`src/rtl/flash_lbuf_pkg.sv`:
```
`timescale 1ns/1ps
// Shared types and helpers for the flash read line buffer.
// Assumes 32-bit words and little-endian lane numbering.
package flash_lbuf_pkg;
    typedef enum logic [1:0] {SZ_BYTE = 2'd0, SZ_HALF = 2'd1, SZ_WORD = 2'd2, SZ_BAD = 2'd3} size_e;

    // Content of the behavioural array at a given word index.
    function automatic logic [31:0] cell_word(input logic [31:0] widx);
        return (widx * 32'h9E3779B1) ^ 32'h5A5A0F0F;
    endfunction

    // Pick the addressed lane out of a word and zero-extend it.
    function automatic logic [31:0] lane_of(input logic [31:0] w, input logic [1:0] a, input logic [1:0] s);
        case (s)
            SZ_BYTE: return {24'b0, w[{a, 3'b000} +: 8]};
            SZ_HALF: return {16'b0, w[{a[1], 4'b0000} +: 16]};
            SZ_WORD: return w;
            default: return 32'b0;
        endcase
    endfunction

    // True when the width/alignment combination is illegal.
    function automatic logic is_bad(input logic [1:0] a, input logic [1:0] s);
        return (s == SZ_BAD) || (s == SZ_HALF && a[0]) || (s == SZ_WORD && a != 2'b00);
    endfunction
endpackage

```
`src/rtl/flash_array_model.sv`:
```
`timescale 1ns/1ps
// Behavioural non-volatile array. Provides a whole line read and a
// single word read, both combinational; the controller applies wait states.
// Assumes ADDR_W-2 <= 32.
module flash_array_model #(
    parameter int ADDR_W = 16,
    parameter int LINE_W = 128,
    localparam int WPL    = LINE_W / 32,
    localparam int WSEL_W = $clog2(WPL),
    localparam int OFF_W  = $clog2(LINE_W / 8),
    localparam int TAG_W  = ADDR_W - OFF_W
) (
    input  logic [TAG_W-1:0]  line_idx,
    input  logic [ADDR_W-3:0] word_idx,
    output logic [LINE_W-1:0] line_q,
    output logic [31:0]       word_q
);
    import flash_lbuf_pkg::*;

    // One word of the line per generated slice.
    for (genvar j = 0; j < WPL; j++) begin : g_word
        localparam logic [WSEL_W-1:0] JS = WSEL_W'(j);
        assign line_q[j*32 +: 32] = cell_word(32'({line_idx, JS}));
    end

    // Narrow (bypass) read of a single word.
    assign word_q = cell_word(32'(word_idx));
endmodule

```
`src/rtl/flash_lbuf_line.sv`:
```
`timescale 1ns/1ps
// One line register: data, tag and valid. Clear has priority over load.
module flash_lbuf_line #(
    parameter int TAG_W  = 12,
    parameter int LINE_W = 128
) (
    input  logic              clk,
    input  logic              rst_n,
    input  logic              clr,
    input  logic              load,
    input  logic [TAG_W-1:0]  tag_d,
    input  logic [LINE_W-1:0] line_d,
    output logic              valid_q,
    output logic [TAG_W-1:0]  tag_q,
    output logic [LINE_W-1:0] line_q
);
    // Valid bit: cleared on reset or invalidate, set on fill.
    always_ff @(posedge clk) begin
        if (!rst_n || clr) valid_q <= 1'b0;
        else if (load)     valid_q <= 1'b1;
    end

    // Tag and data captured on fill.
    always_ff @(posedge clk) begin
        if (!rst_n) begin
            tag_q  <= '0;
            line_q <= '0;
        end else if (load && !clr) begin
            tag_q  <= tag_d;
            line_q <= line_d;
        end
    end
endmodule

```
`src/rtl/flash_lbuf_cnt.sv`:
```
`timescale 1ns/1ps
// Instruction and data fetch counters; wrap naturally, clear has priority.
module flash_lbuf_cnt #(
    parameter int CNT_W = 32
) (
    input  logic             clk,
    input  logic             rst_n,
    input  logic             clr,
    input  logic             inc_i,
    input  logic             inc_d,
    output logic [CNT_W-1:0] cnt_i,
    output logic [CNT_W-1:0] cnt_d
);
    // Count array fetches by type.
    always_ff @(posedge clk) begin
        if (!rst_n || clr) begin
            cnt_i <= '0;
            cnt_d <= '0;
        end else begin
            if (inc_i) cnt_i <= cnt_i + 1'b1;
            if (inc_d) cnt_d <= cnt_d + 1'b1;
        end
    end
endmodule

```
`src/rtl/flash_line_buf.sv`:
```
`timescale 1ns/1ps
// Flash read line buffer. Accepts one read at a time (req_ready), answers
// hits and illegal requests on the next cycle, and stalls array fetches for
// cfg_wait cycles (0 wait states answer on the next cycle too).
// Assumes configuration inputs only change between accesses.
module flash_line_buf #(
    parameter int ADDR_W = 16,
    parameter int WS_W   = 2,
    parameter int CNT_W  = 32,
    localparam int NBANK  = 2,
    localparam int LINE_W = 128,
    localparam int OFF_W  = $clog2(LINE_W / 8),
    localparam int TAG_W  = ADDR_W - OFF_W,
    localparam int NLINE  = NBANK * 2
) (
    input  logic              clk,
    input  logic              rst_n,
    input  logic              req_valid,
    input  logic [ADDR_W-1:0] req_addr,
    input  logic [1:0]        req_size,
    input  logic              req_instr,
    output logic              req_ready,
    output logic              rsp_valid,
    output logic [31:0]       rsp_data,
    output logic              rsp_err,
    input  logic [NBANK-1:0]  cfg_ibuf_en,
    input  logic [NBANK-1:0]  cfg_dbuf_en,
    input  logic [WS_W-1:0]   cfg_wait,
    input  logic              cnt_clr,
    output logic [CNT_W-1:0]  cnt_instr,
    output logic [CNT_W-1:0]  cnt_data
);
    import flash_lbuf_pkg::*;

    typedef enum logic {ST_IDLE, ST_WAIT} st_e;

    st_e               st_q;
    logic [WS_W-1:0]   ws_cnt_q;
    logic [ADDR_W-1:0] pend_addr_q;
    logic [1:0]        pend_size_q;
    logic              pend_instr_q;
    logic              pend_buf_q;
    logic [NBANK-1:0]  ien_q, den_q;
    logic [WS_W-1:0]   ws_q;
    logic [NBANK-1:0]  bank_clr;

    logic              acc, bad, buf_on, hit, fetch_go, finish, fill;
    logic              bank;
    logic [1:0]        idx, fill_idx;
    logic [ADDR_W-1:0] cur_addr;
    logic [1:0]        cur_size;
    logic              cur_buf;
    logic [LINE_W-1:0] arr_line;
    logic [31:0]       arr_word;
    logic [31:0]       fetch_data;
    logic [31:0]       hit_word;

    logic [NLINE-1:0]  lv;
    logic [TAG_W-1:0]  ltag  [NLINE];
    logic [LINE_W-1:0] ldata [NLINE];

    // Request decode.
    assign req_ready = (st_q == ST_IDLE);
    assign acc       = req_valid && req_ready;
    assign bad       = is_bad(req_addr[1:0], req_size);
    assign bank      = req_addr[ADDR_W-1];
    assign idx       = {bank, req_instr};
    assign buf_on    = req_instr ? cfg_ibuf_en[bank] : cfg_dbuf_en[bank];
    assign hit       = buf_on && lv[idx] && !bank_clr[bank] &&
                       (ltag[idx] == req_addr[ADDR_W-1:OFF_W]);
    assign fetch_go  = acc && !bad && !hit;

    // Configuration change detection per bank.
    for (genvar b = 0; b < NBANK; b++) begin : g_bclr
        assign bank_clr[b] = (cfg_ibuf_en[b] != ien_q[b]) || (cfg_dbuf_en[b] != den_q[b]) ||
                             (cfg_wait != ws_q);
    end

    // Remember the configuration seen on the previous cycle.
    always_ff @(posedge clk) begin
        if (!rst_n) begin
            ien_q <= '0;
            den_q <= '0;
            ws_q  <= '0;
        end else begin
            ien_q <= cfg_ibuf_en;
            den_q <= cfg_dbuf_en;
            ws_q  <= cfg_wait;
        end
    end

    // Array access address: live request when idle, pending one when stalled.
    assign cur_addr = (st_q == ST_WAIT) ? pend_addr_q  : req_addr;
    assign cur_size = (st_q == ST_WAIT) ? pend_size_q  : req_size;
    assign cur_buf  = (st_q == ST_WAIT) ? pend_buf_q   : buf_on;

    flash_array_model #(.ADDR_W(ADDR_W), .LINE_W(LINE_W)) u_arr (
        .line_idx (cur_addr[ADDR_W-1:OFF_W]),
        .word_idx (cur_addr[ADDR_W-1:2]),
        .line_q   (arr_line),
        .word_q   (arr_word)
    );

    // Fetch completion and line fill control.
    assign finish   = (st_q == ST_IDLE) ? (fetch_go && cfg_wait == '0)
                                        : (ws_cnt_q == WS_W'(1));
    assign fill     = finish && cur_buf;
    assign fill_idx = (st_q == ST_WAIT) ? {pend_addr_q[ADDR_W-1], pend_instr_q} : idx;

    // Data for a completing fetch: lane from full line or from narrow word.
    always_comb begin
        if (cur_buf) fetch_data = lane_of(arr_line[{cur_addr[OFF_W-1:2], 5'b00000} +: 32],
                                          cur_addr[1:0], cur_size);
        else         fetch_data = lane_of(arr_word, cur_addr[1:0], cur_size);
    end

    // Lane from the held line on a hit.
    assign hit_word = lane_of(ldata[idx][{req_addr[OFF_W-1:2], 5'b00000} +: 32],
                              req_addr[1:0], req_size);

    // Line registers, one per bank and fetch type.
    for (genvar i = 0; i < NLINE; i++) begin : g_line
        flash_lbuf_line #(.TAG_W(TAG_W), .LINE_W(LINE_W)) u_line (
            .clk     (clk),
            .rst_n   (rst_n),
            .clr     (bank_clr[i/2]),
            .load    (fill && fill_idx == 2'(i)),
            .tag_d   (cur_addr[ADDR_W-1:OFF_W]),
            .line_d  (arr_line),
            .valid_q (lv[i]),
            .tag_q   (ltag[i]),
            .line_q  (ldata[i])
        );
    end

    // Control state: idle or counting down wait states.
    always_ff @(posedge clk) begin
        if (!rst_n) begin
            st_q         <= ST_IDLE;
            ws_cnt_q     <= '0;
            pend_addr_q  <= '0;
            pend_size_q  <= '0;
            pend_instr_q <= 1'b0;
            pend_buf_q   <= 1'b0;
        end else if (st_q == ST_IDLE) begin
            if (fetch_go && cfg_wait != '0) begin
                st_q         <= ST_WAIT;
                ws_cnt_q     <= cfg_wait;
                pend_addr_q  <= req_addr;
                pend_size_q  <= req_size;
                pend_instr_q <= req_instr;
                pend_buf_q   <= buf_on;
            end
        end else begin
            if (ws_cnt_q == WS_W'(1)) st_q <= ST_IDLE;
            ws_cnt_q <= ws_cnt_q - 1'b1;
        end
    end

    // Response register: one pulse per accepted request.
    always_ff @(posedge clk) begin
        if (!rst_n) begin
            rsp_valid <= 1'b0;
            rsp_err   <= 1'b0;
            rsp_data  <= '0;
        end else begin
            rsp_valid <= 1'b0;
            rsp_err   <= 1'b0;
            if (acc && bad) begin
                rsp_valid <= 1'b1;
                rsp_err   <= 1'b1;
                rsp_data  <= '0;
            end else if (acc && hit) begin
                rsp_valid <= 1'b1;
                rsp_data  <= hit_word;
            end else if (finish) begin
                rsp_valid <= 1'b1;
                rsp_data  <= fetch_data;
            end
        end
    end

    flash_lbuf_cnt #(.CNT_W(CNT_W)) u_cnt (
        .clk   (clk),
        .rst_n (rst_n),
        .clr   (cnt_clr),
        .inc_i (fetch_go && req_instr),
        .inc_d (fetch_go && !req_instr),
        .cnt_i (cnt_instr),
        .cnt_d (cnt_data)
    );
endmodule

```
`config.mk`:
```
export PLATFORM = sky130hd
export DESIGN_NAME = flash_line_buf
export DESIGN_NICKNAME = d
export VERILOG_FILES = /design/src/rtl/flash_lbuf_pkg.sv /design/src/rtl/flash_array_model.sv /design/src/rtl/flash_lbuf_line.sv /design/src/rtl/flash_lbuf_cnt.sv /design/src/rtl/flash_line_buf.sv
export SDC_FILE = /design/constraint.sdc
export NUM_CORES = 2
export LEC_CHECK = 0
export BUFFER_PORTS_ARGS = -buffer_cell sky130_fd_sc_hd__buf_2
export CORE_ASPECT_RATIO = 0.7
export CORE_UTILIZATION = 30
export DETAILED_ROUTE_END_ITERATION = 6
export SLEW_MARGIN = 10
export SYNTH_ARGS = -nofsm -noshare
export SYNTH_HDL_FRONTEND = slang
export SYNTH_SLANG_ARGS = --single-unit
```
`constraint.sdc`:
```
create_clock -name clk -period 10.72 [get_ports clk]
set_input_delay 1.608 -clock clk [delete_from_list [all_inputs] [get_ports clk]]
set_output_delay 1.608 -clock clk [all_outputs]
set_load 0.01 [all_outputs]
```
==> results.yml <==
route:
  drt_iter0_drc: 4667
  avgRoutedWirePerCell_um: 23.75
  drt-vias-per-instance: 5.345
  postRouteAntennaNets: 0
  via_count: 37080
  drt-total-wl_um: 164800
  dr.pass1.iters: 7
  drc: 12
status:
  status: "finished, violations left"
  failed_checks: "design-rule violations"
die:
  dieArea_um2: 147600
  initial_utilization_pct: 30.44
  chipWidth_um: 458.8
  ios: 128
  die_y_um: 321.8
  core_um2: 144000
  fp-row-count: 116
global_routing:
  grt_pass1_wl_um: 239500
  overflow: 0
  grt_usage_pct: 21.75
  grt_max_degree: 232
  grt_pass1_vias: 34380
  antenna_found_initial: 4
final_layout:
  multi_input_area_um2: 28160
  fill_cells: 14990
  nets: 5513
  layoutNonFillerInstCount: 6938
  syn2layout_area_growth_pct: 10.18
  drive_gt1_share_pct: 10.40
  regArea_um2: 12470
timing:
  min_period_ns: 9.550
  maxSlewHeadroom_pct: 12.70
  worst_pin_slew_ns: 1.300
  setup_viol: 0
  clock.fmax_mhz: 104.7
  min_period_over_period_pct: 89.09
  rsz0062_at_grt: "no"
  drv_slew: 0
  finalHoldViolations: 0
  setup_tns_ns: 0
  clock_skew_ns: 0.09904
logic_synthesis:
  synth_xor_area_share_pct: 4.737
  synth_area_per_cell_um2: 8.819
  seq_area_frac_synth_pct: 28.46
  synth_seq_cells: 623
  ys_warn_count: 0
  synthMuxAreaShare_pct: 9.316
  ys_types: 94
  syn_inst: 4969
  synthSimpleGateAreaFrac_pct: 13.92
  synth_edf_count: 0
  synth-async-reset-ratio_pct: 0
  synth_top_family_by_area: "adder cells"
  synth_area_um2: 43820
  synth_adder_area_share_pct: 20.25
  syn_nets: 5543
  synth_compound_area_share_pct: 15.75
  synth_top_flop_cell: "dfxtp_1"
clock_network:
  path_clk_slew_ns: 0.07
  postCtsSetupBuffers: 0
  clockBufferDepth: 3
  hold_buffers: 0
  clk_latency_ns: 0.71
  cts_resized: 0
  cts_tree: "done"
  cts_made_buffers: 60
  clkSinkCount: 623
  ctsHtreeMaxLevel: 2
  root_buffer: "clkbuf_16"
worst_setup_path:
  r2r-start: "st_q"
  crit_required_ns: 11.23
  critPathCaptureType: "flip-flop"
  cp.arrival_ns: 10.06
  r2r_setup_slack_ns: 1.17
  rr_worst_depth: 23
  startpoint_type: "flip-flop"
  worst-path-max-fanout: 21
  endpoint: "rsp_data[25]"
  crit_start: "st_q"
  r2r_end: "rsp_data[25]"
  crit_type: "reg2reg"
placed_design:
  gp_congestion: 1.011
  dp.cells: 6824
  portBuffers: 127
  hpwl_um: 127100
flow_run:
  cap_viol_max_count: 0
hold_path:
  min_path_type: "reg2reg"
[critical path, stage by stage, from the launching register on]
cell and delay [ns]:
dfxtp_2 0.96, mux2i_4 0.69, inv_1 0.54, fa_1 0.71, fa_1 0.63, inv_1 0.08
fa_1 0.70, fa_1 0.48, fa_1 0.54, inv_1 0.05, ha_1 0.43, inv_1 0.10
ha_1 0.38, a21o_1 0.23, a21oi_1 0.25, o21a_1 0.14, nor2_1 0.05, a31oi_2 0.33
o311ai_2 0.13, xnor2_1 0.60, a211oi_1 0.16, or3_1 0.71, o21ai_0 0.36, a21oi_1 0.11
[metrics by stage]
| stage | cell area [um^2] | setup slack, ns | hold WS, ns | utilization [%] |
|---|---|---|---|---|
| CTS | 48280 | 1.439 | 0.4498 | 33.53 |
| floorplan | 43820 | 2.177 | 0.4190 | - |
| global placement | 46320 | 0.8370 | 0.4285 | 32.17 |
| detailed placement | 46320 | 0.9550 | 0.4410 | 32.17 |
| global route | 48280 | 0.9779 | 0.4611 | 33.53 |
| finish | 48280 | 1.170 | 0.4498 | 33.54 |
[logic make-up (layout without fill, tap and decap cells)]
logic type,Yosys count,in the layout
other,0,3
AOI/OAI and AO/OA,1077,1077
adders and majority gates,547,547
muxes,215,215
and+or+nand+nor,1442,1442
xor gates and xnor gates,237,237
buffers and inverters,828,847
DFF,623,623
[registers in the layout, indices dropped and copies added (netlist names), 2 cells and up]
name	cells
pend_addr_q	16
pend_size_q	2
g_line.u_line.valid_q	4
ws_q	2
rsp_data	32
ws_cnt_q	2
u_cnt.cnt_d	32
g_line.u_line.line_q	450
den_q	2
ien_q	2
g_line.u_line.tag_q	42
u_cnt.cnt_i	32
[worst min-delay path by stage]
stage                                       startpoint                           end  slack [ns]  cells after the start
after global placement      g_line[1].u_line.tag_q[11]    g_line[1].u_line.tag_q[11]        0.43                      2
after CTS                 g_line[2].u_line.line_q[100]  g_line[2].u_line.line_q[100]        0.45                      2
final                      g_line[2].u_line.line_q[60]   g_line[2].u_line.line_q[60]        0.45                      2
after floorplan             g_line[1].u_line.tag_q[11]    g_line[1].u_line.tag_q[11]        0.42                      2
after detailed placement  g_line[2].u_line.line_q[100]  g_line[2].u_line.line_q[100]        0.44                      2
after global routing       g_line[2].u_line.line_q[16]   g_line[2].u_line.line_q[16]        0.46                      2
[cells in the final DEF, fill, tap and decap left out, types with 14 or more instances in the layout]
cell type,count
xnor2_1,145
clkbuf_16,61
nand2_1,600
nand4_1,20
or3_1,18
buf_4,69
inv_1,533
o21a_1,20
mux4_2,152
and2_1,20
clkinv_2,19
nor3_1,69
ha_1,274
o211ai_1,19
nand2b_1,17
a211oi_1,243
mux2i_1,46
o221ai_1,14
a31oi_1,33
xor2_1,91
o21ai_0,133
and3_1,27
a21oi_1,407
a221oi_1,14
nor2_1,539
dfxtp_1,622
fa_1,271
a21o_1,32
nand3_1,51
buf_2,125
nor2b_1,17
[metal layers]
| metal | up-vias | track usage (%) | share of wire (%) |
|---|---|---|---|
| met5 | - | 0 | 0.0085 |
| met4 | 2 | 4.214 | 2.0 |
| met3 | 183 | 6.892 | 12 |
| met2 | 1673 | 28.55 | 38 |
| met1 | 18340 | 33.78 | 48 |
| li1 | 16890 | - | - |
[Yosys cell counts (14+ instances only)]
cell type  count  area, um^2
nand2_1      601        2256
xnor2_1      146        1279
o21ai_0      133       665.6
buf_1         17       63.81
a221oi_1      14       122.6
o21a_1        20       150.1
a21o_1        32       240.2
nor2_1       541        2031
nand3_1       53       265.3
a31oi_1       33       206.5
mux4_2       152        3423
nand4_1       20       125.1
inv_1        534        2004
nor2b_1       17       106.4
fa_1         271        5425
and3_1        29       181.4
o221ai_1      14       122.6
or3_1         20       125.1
xor2_1        91       797.0
a211oi_1     243        1824
ha_1         274        3428
nand2b_1      18       112.6
a21oi_1      409        2047
clkbuf_1     168       630.6
dfxtp_1      623       12470
nor3_1        72       360.4
buf_2         89       445.4
and2_1        20       125.1
mux2i_1       49       490.5
o211ai_1      19       142.6
[area by class of cell]
type / count / area share (%)
Antenna cell: 3 / 0.01555
Tap cell: 1947 / 5.045
Clock inverter: 29 / 0.5027
Multi-Input combinational cell: 3518 / 58.32
Inverter: 537 / 4.190
Clock buffer: 82 / 3.553
Timing Repair Buffer: 199 / 2.545
Sequential cell: 623 / 25.83
Power is left out: the tool's default activity adds up to more than one toggle a clock period on the data nets, which glitch-free logic cannot reach.
